[src/rtl/lvd_reg_pkg.sv]
package lvd_reg_pkg;

  localparam int REG_W    = 8;
  localparam int FLAG_BIT = 7;
  localparam int ACK_BIT  = 6;
  localparam int IEN_BIT  = 5;
  localparam int REN_BIT  = 4;
  localparam int SEN_BIT  = 3;
  localparam int MEN_BIT  = 2;

  localparam logic [REG_W-1:0] RESET_IMAGE =
    REG_W'((1 << REN_BIT) | (1 << SEN_BIT) | (1 << MEN_BIT));

  typedef struct packed {
    logic setFlag;
    logic clrFlag;
    logic loadIntEn;
    logic loadCfg;
  } lvdStrobes_t;

endpackage

[src/rtl/lvd_reg_ctrl.sv]
module lvd_reg_ctrl
  import lvd_reg_pkg::*;
(
  input  logic        clk,
  input  logic        rstN,
  input  logic        wrEn,
  input  logic        ackBit,
  input  logic        lowVolt,
  input  logic        stopMode,
  input  logic        masterEn,
  input  logic        stopEn,
  output lvdStrobes_t strobes
);

  logic cfgLocked;
  logic detectOk;

  // Any write closes the configuration window until the next reset.
  always_ff @(posedge clk or negedge rstN) begin
    if (!rstN) cfgLocked <= 1'b0;
    else if (wrEn) cfgLocked <= 1'b1;
  end

  // Detection requires the master enable. In stop mode it also requires the stop-mode enable.
  assign detectOk = lowVolt & masterEn & (~stopMode | stopEn);

  always_comb begin
    strobes.setFlag   = detectOk;
    strobes.clrFlag   = wrEn & ackBit;
    strobes.loadIntEn = wrEn;
    strobes.loadCfg   = wrEn & ~cfgLocked;
  end

endmodule

[src/rtl/lvd_reg_datapath.sv]
module lvd_reg_datapath
  import lvd_reg_pkg::*;
(
  input  logic             clk,
  input  logic             rstN,
  input  lvdStrobes_t      strobes,
  input  logic             wrIntEn,
  input  logic             wrRstEn,
  input  logic             wrStopEn,
  input  logic             wrMasterEn,
  input  logic             rdEn,
  output logic [REG_W-1:0] rdData,
  output logic             flag,
  output logic             intEn,
  output logic             rstEn,
  output logic             stopEn,
  output logic             masterEn,
  output logic             irqReq,
  output logic             rstReq
);

  logic [REG_W-1:0] image;

  // A set in the same cycle as a clear wins.
  always_ff @(posedge clk or negedge rstN) begin
    if (!rstN)                 flag <= 1'b0;
    else if (strobes.setFlag)  flag <= 1'b1;
    else if (strobes.clrFlag)  flag <= 1'b0;
  end

  always_ff @(posedge clk or negedge rstN) begin
    if (!rstN)                  intEn <= RESET_IMAGE[IEN_BIT];
    else if (strobes.loadIntEn) intEn <= wrIntEn;
  end

  always_ff @(posedge clk or negedge rstN) begin
    if (!rstN) begin
      rstEn    <= RESET_IMAGE[REN_BIT];
      stopEn   <= RESET_IMAGE[SEN_BIT];
      masterEn <= RESET_IMAGE[MEN_BIT];
    end else if (strobes.loadCfg) begin
      rstEn    <= wrRstEn;
      stopEn   <= wrStopEn;
      masterEn <= wrMasterEn;
    end
  end

  always_ff @(posedge clk or negedge rstN) begin
    if (!rstN) begin
      irqReq <= 1'b0;
      rstReq <= 1'b0;
    end else begin
      irqReq <= flag & intEn;
      rstReq <= flag & rstEn & masterEn;
    end
  end

  always_comb begin
    image           = '0;
    image[FLAG_BIT] = flag;
    image[IEN_BIT]  = intEn;
    image[REN_BIT]  = rstEn;
    image[SEN_BIT]  = stopEn;
    image[MEN_BIT]  = masterEn;
  end

  assign rdData = rdEn ? image : '0;

endmodule

[src/rtl/lvd_ctrl_reg.sv]
module lvd_ctrl_reg
  import lvd_reg_pkg::*;
(
  input  logic             clk,
  input  logic             rstN,
  input  logic             wrEn,
  input  logic [REG_W-1:0] wrData,
  input  logic             rdEn,
  output logic [REG_W-1:0] rdData,
  input  logic             lowVolt,
  input  logic             stopMode,
  output logic             irqReq,
  output logic             rstReq
);

  lvdStrobes_t strobes;
  logic flag, intEn, rstEn, stopEn, masterEn;
  logic unusedWrBits;

  assign unusedWrBits = ^{wrData[FLAG_BIT], wrData[1:0]};

  lvd_reg_ctrl u_ctrl (
    .clk      (clk),
    .rstN     (rstN),
    .wrEn     (wrEn),
    .ackBit   (wrData[ACK_BIT]),
    .lowVolt  (lowVolt),
    .stopMode (stopMode),
    .masterEn (masterEn),
    .stopEn   (stopEn),
    .strobes  (strobes)
  );

  lvd_reg_datapath u_dp (
    .clk        (clk),
    .rstN       (rstN),
    .strobes    (strobes),
    .wrIntEn    (wrData[IEN_BIT]),
    .wrRstEn    (wrData[REN_BIT]),
    .wrStopEn   (wrData[SEN_BIT]),
    .wrMasterEn (wrData[MEN_BIT]),
    .rdEn       (rdEn),
    .rdData     (rdData),
    .flag       (flag),
    .intEn      (intEn),
    .rstEn      (rstEn),
    .stopEn     (stopEn),
    .masterEn   (masterEn),
    .irqReq     (irqReq),
    .rstReq     (rstReq)
  );

endmodule

[config.mk]
export PLATFORM = sky130hd
export DESIGN_NAME = lvd_ctrl_reg
export DESIGN_NICKNAME = d
export VERILOG_FILES = /design/src/rtl/lvd_reg_pkg.sv /design/src/rtl/lvd_reg_ctrl.sv /design/src/rtl/lvd_reg_datapath.sv /design/src/rtl/lvd_ctrl_reg.sv
export SDC_FILE = /design/constraint.sdc
export NUM_CORES = 1
export LEC_CHECK = 0
export BUFFER_PORTS_ARGS = -buffer_cell sky130_fd_sc_hd__buf_2
export CAP_MARGIN = 10
export CORE_AREA = 2 2 39 41
export DETAILED_ROUTE_END_ITERATION = 6
export DIE_AREA = 0 0 41 43
export PLACE_DENSITY = 0.67
export SYNTH_ARGS = -nofsm -noshare
export SYNTH_HDL_FRONTEND = slang
export SYNTH_SLANG_ARGS = --single-unit
[constraint.sdc]
create_clock -name clk -period 2.3 [get_ports clk]
set_input_delay 0.46 -clock clk [delete_from_list [all_inputs] [get_ports clk]]
set_output_delay 0.46 -clock clk [all_outputs]
set_load 0.01 [all_outputs]
==> metrics.md <==
| Metric | Value |
|---|---|
| Status | complete, no violations |
| Syn. warnings | 0 |
| Startpoint types | flop |
| Fmax | 0.6682 GHz |
| GR Layer Usage met3 | 7.853% |
| Initial DRT Pass Iterations | 6 |
| Total core area | 0.001384 sq mm |
| Total CTS buffers | 3 |
| CTS Hold Bufs | 0 |
| Final Worst Setup Slack | 0.8033 ns |
| Leakage | 0.2434 nW |
| Most frequent cells in the layout | buf_2 (17), and2_1 (6), dfrtp_1 (5), mux2_2 (4) |
| Share of layout cells above drive strength 1 | 60.42% |
| Commonest non-fill, non-tap cell in the layout | buf_2 |
| Antenna Nets Post-Route | 0 |
| GRT busiest layer | met2 |
| Flop and latch count out of synthesis | 8 |
| Tmin final | 1.497 ns |
| Met2 Usage GRT | 15.63% |
| IO buf count | 17 |
| TNS Setup | 0 ns |
| Full die area | 0.001763 sq mm |
| Setup Fix Bufs, Post-CTS | 0 |
| RSZ-0062 raised after global routing | false |
| Setup WS pre-CTS | 0.9802 ns |
| Clock root buffer | clkbuf_4 |
| Netlist cell types | 12 |
| WS Path Type | flop to output pin |
| Vias in the first global route | 261 |
| Vias | 268 |
| Grt met1 use | 8.224% |
| Worst Hold Class | primary input to asynchronous set/reset pin |
| Syn_area_per_cell | 12.82 sq um |
| Remaining Overflow, GRT | 0 |
| Synth Instances | 28 |
| Post-Syn Area | 359.1 sq um |
| Syn-to-layout area delta | 32.40% |
| Number of vias per cell | 4.188 |
| Wirelength, routed | 671 um |
| P per Cell Area | 705.0 mW/mm^2 |
| Arrival time worst endpoint | 1.04 ns |
| I/O pin cnt | 24 |
| CTS Sinks | 8 |
| Seq/Total Area, Yosys | 56.79% |
| GR Util All Layers | 10.01% |
| Clock tree buffer depth | 2 |
| Pin count of the biggest net entering global routing | 9 |
| Final slew viol count | 0 |
| Tcrit/Tclk final | 65.07% |
| H-tree levels | 1 |
| Initial drt markers | 4 |
| Initial antenna violation count | 0 |
| Crit path capture type | output pin |
| Die width | 41 um |
| Final net count | 63 |
| Setup Viol. Count Final | 0 |
| Die height | 43 um |
| Initial Utilization | 25.95% |
| Critical Path Fanout Max | 3 |
| Peak VDD IR | 220.6 uV |
| Post-route DRC | 0 |
| Post-CTS sizing | 0 |
| Worst-path clk slew | 0.06 ns |
| RePlAce Congestion | 0.6519 |
| Max-Cap Viols | 0 |
| Crit path required time | 1.84 ns |
| Hold Fails Final Rpt | 0 |
| Clk_skew | 0.005482 ns |
| Worst skew pair latency | 0.25 ns |
| FP Rows | 14 |
| Total power | 0.3352 mW |
| CTS tree | yes |
| First-pass GRT wire length | 1048 um |
| DR WL/cell | 10.48 um |
| # diodes | 0 |
cell usage after synthesis (all sizes together):
library cell	n	area share (%)
nand2b	1	1.7
nand2	1	1.0
and3	1	1.7
or2	1	1.7
buf	3	6.3
and2	6	10
conb	1	1.0
nor2b	1	3.8
dfstp	3	22
a32o	1	2.8
mux2	4	13
dfrtp	5	35
critical path, stage by stage (launching register included):
cell and delay [ns]:
dfstp_2 0.53, and2_1 0.13, buf_2 0.13
final timing paths:
path	startpoint	endpoint	slack (ns)	depth (start not counted)
worst max-delay path	u_dp.stopEn	rdData[3]	0.80	2
worst min-delay path	rstN	u_dp.rstReq	0.03	1
worst max register to register	u_ctrl.cfgLocked	u_dp.masterEn	1.33	2
worst min register to register	u_dp.intEn	u_dp.irqReq	0.51	1
max in group asynchronous	rstN	u_dp.stopEn	2.03	1
min in group clk	wrData[4]	u_dp.rstEn	0.44	2
routing by layer:
metal	routed length [um]	up-vias
met5	0	-
met4	0	0
met3	65	0
met2	365	14
met1	239	126
li1	-	128
area by class of cell:
cell class | instances | area [sq um]
Timing Repair Buffer | 17 | 85.08
Multi-Input combinational cell | 19 | 140.1
Clock buffer | 4 | 26.28
Fill cell | 147 | 908.4
Tap cell | 16 | 20.02
Sequential cell | 8 | 203.9
sequential cells by signal (all words and copies together) (netlist names):
register and cells:
u_dp.stopEn 1, u_dp.rstEn 1, u_dp.intEn 1, u_ctrl.cfgLocked 1, u_dp.masterEn 1, u_dp.flag 1
u_dp.rstReq 1, u_dp.irqReq 1
power breakdown:
part	switching (mW)	internal (mW)	total, mW
sequential	0.00941	0.160	0.169
combinational	0.0224	0.0281	0.0504
clock	0.0490	0.0664	0.115
logic make-up after synthesis:
| kind of cell | Yosys count | share of synthesized area, % |
|---|---|---|
| flops | 8 | 56.80 |
| buf+inv | 3 | 6.271 |
| compound gates | 1 | 2.788 |
| other cells | 1 | 1.044 |
| simple gates | 11 | 20.56 |
| mux | 4 | 12.54 |
metrics by stage:
step | instance area, sq um | hold WS [ns] | std cells | utilization (%)
floorplan | 366.6 | 0.1644 | 30 | -
global placement | 449.2 | 0.3080 | 60 | 32.46
detailed placement | 449.2 | 0.3095 | 60 | 32.46
CTS | 475.5 | 0.03490 | 64 | 34.36
global route | 475.5 | 0.03043 | 64 | 34.36
finish | 475.5 | 0.03236 | 64 | 34.36
Power figures use the tool's default switching activity.
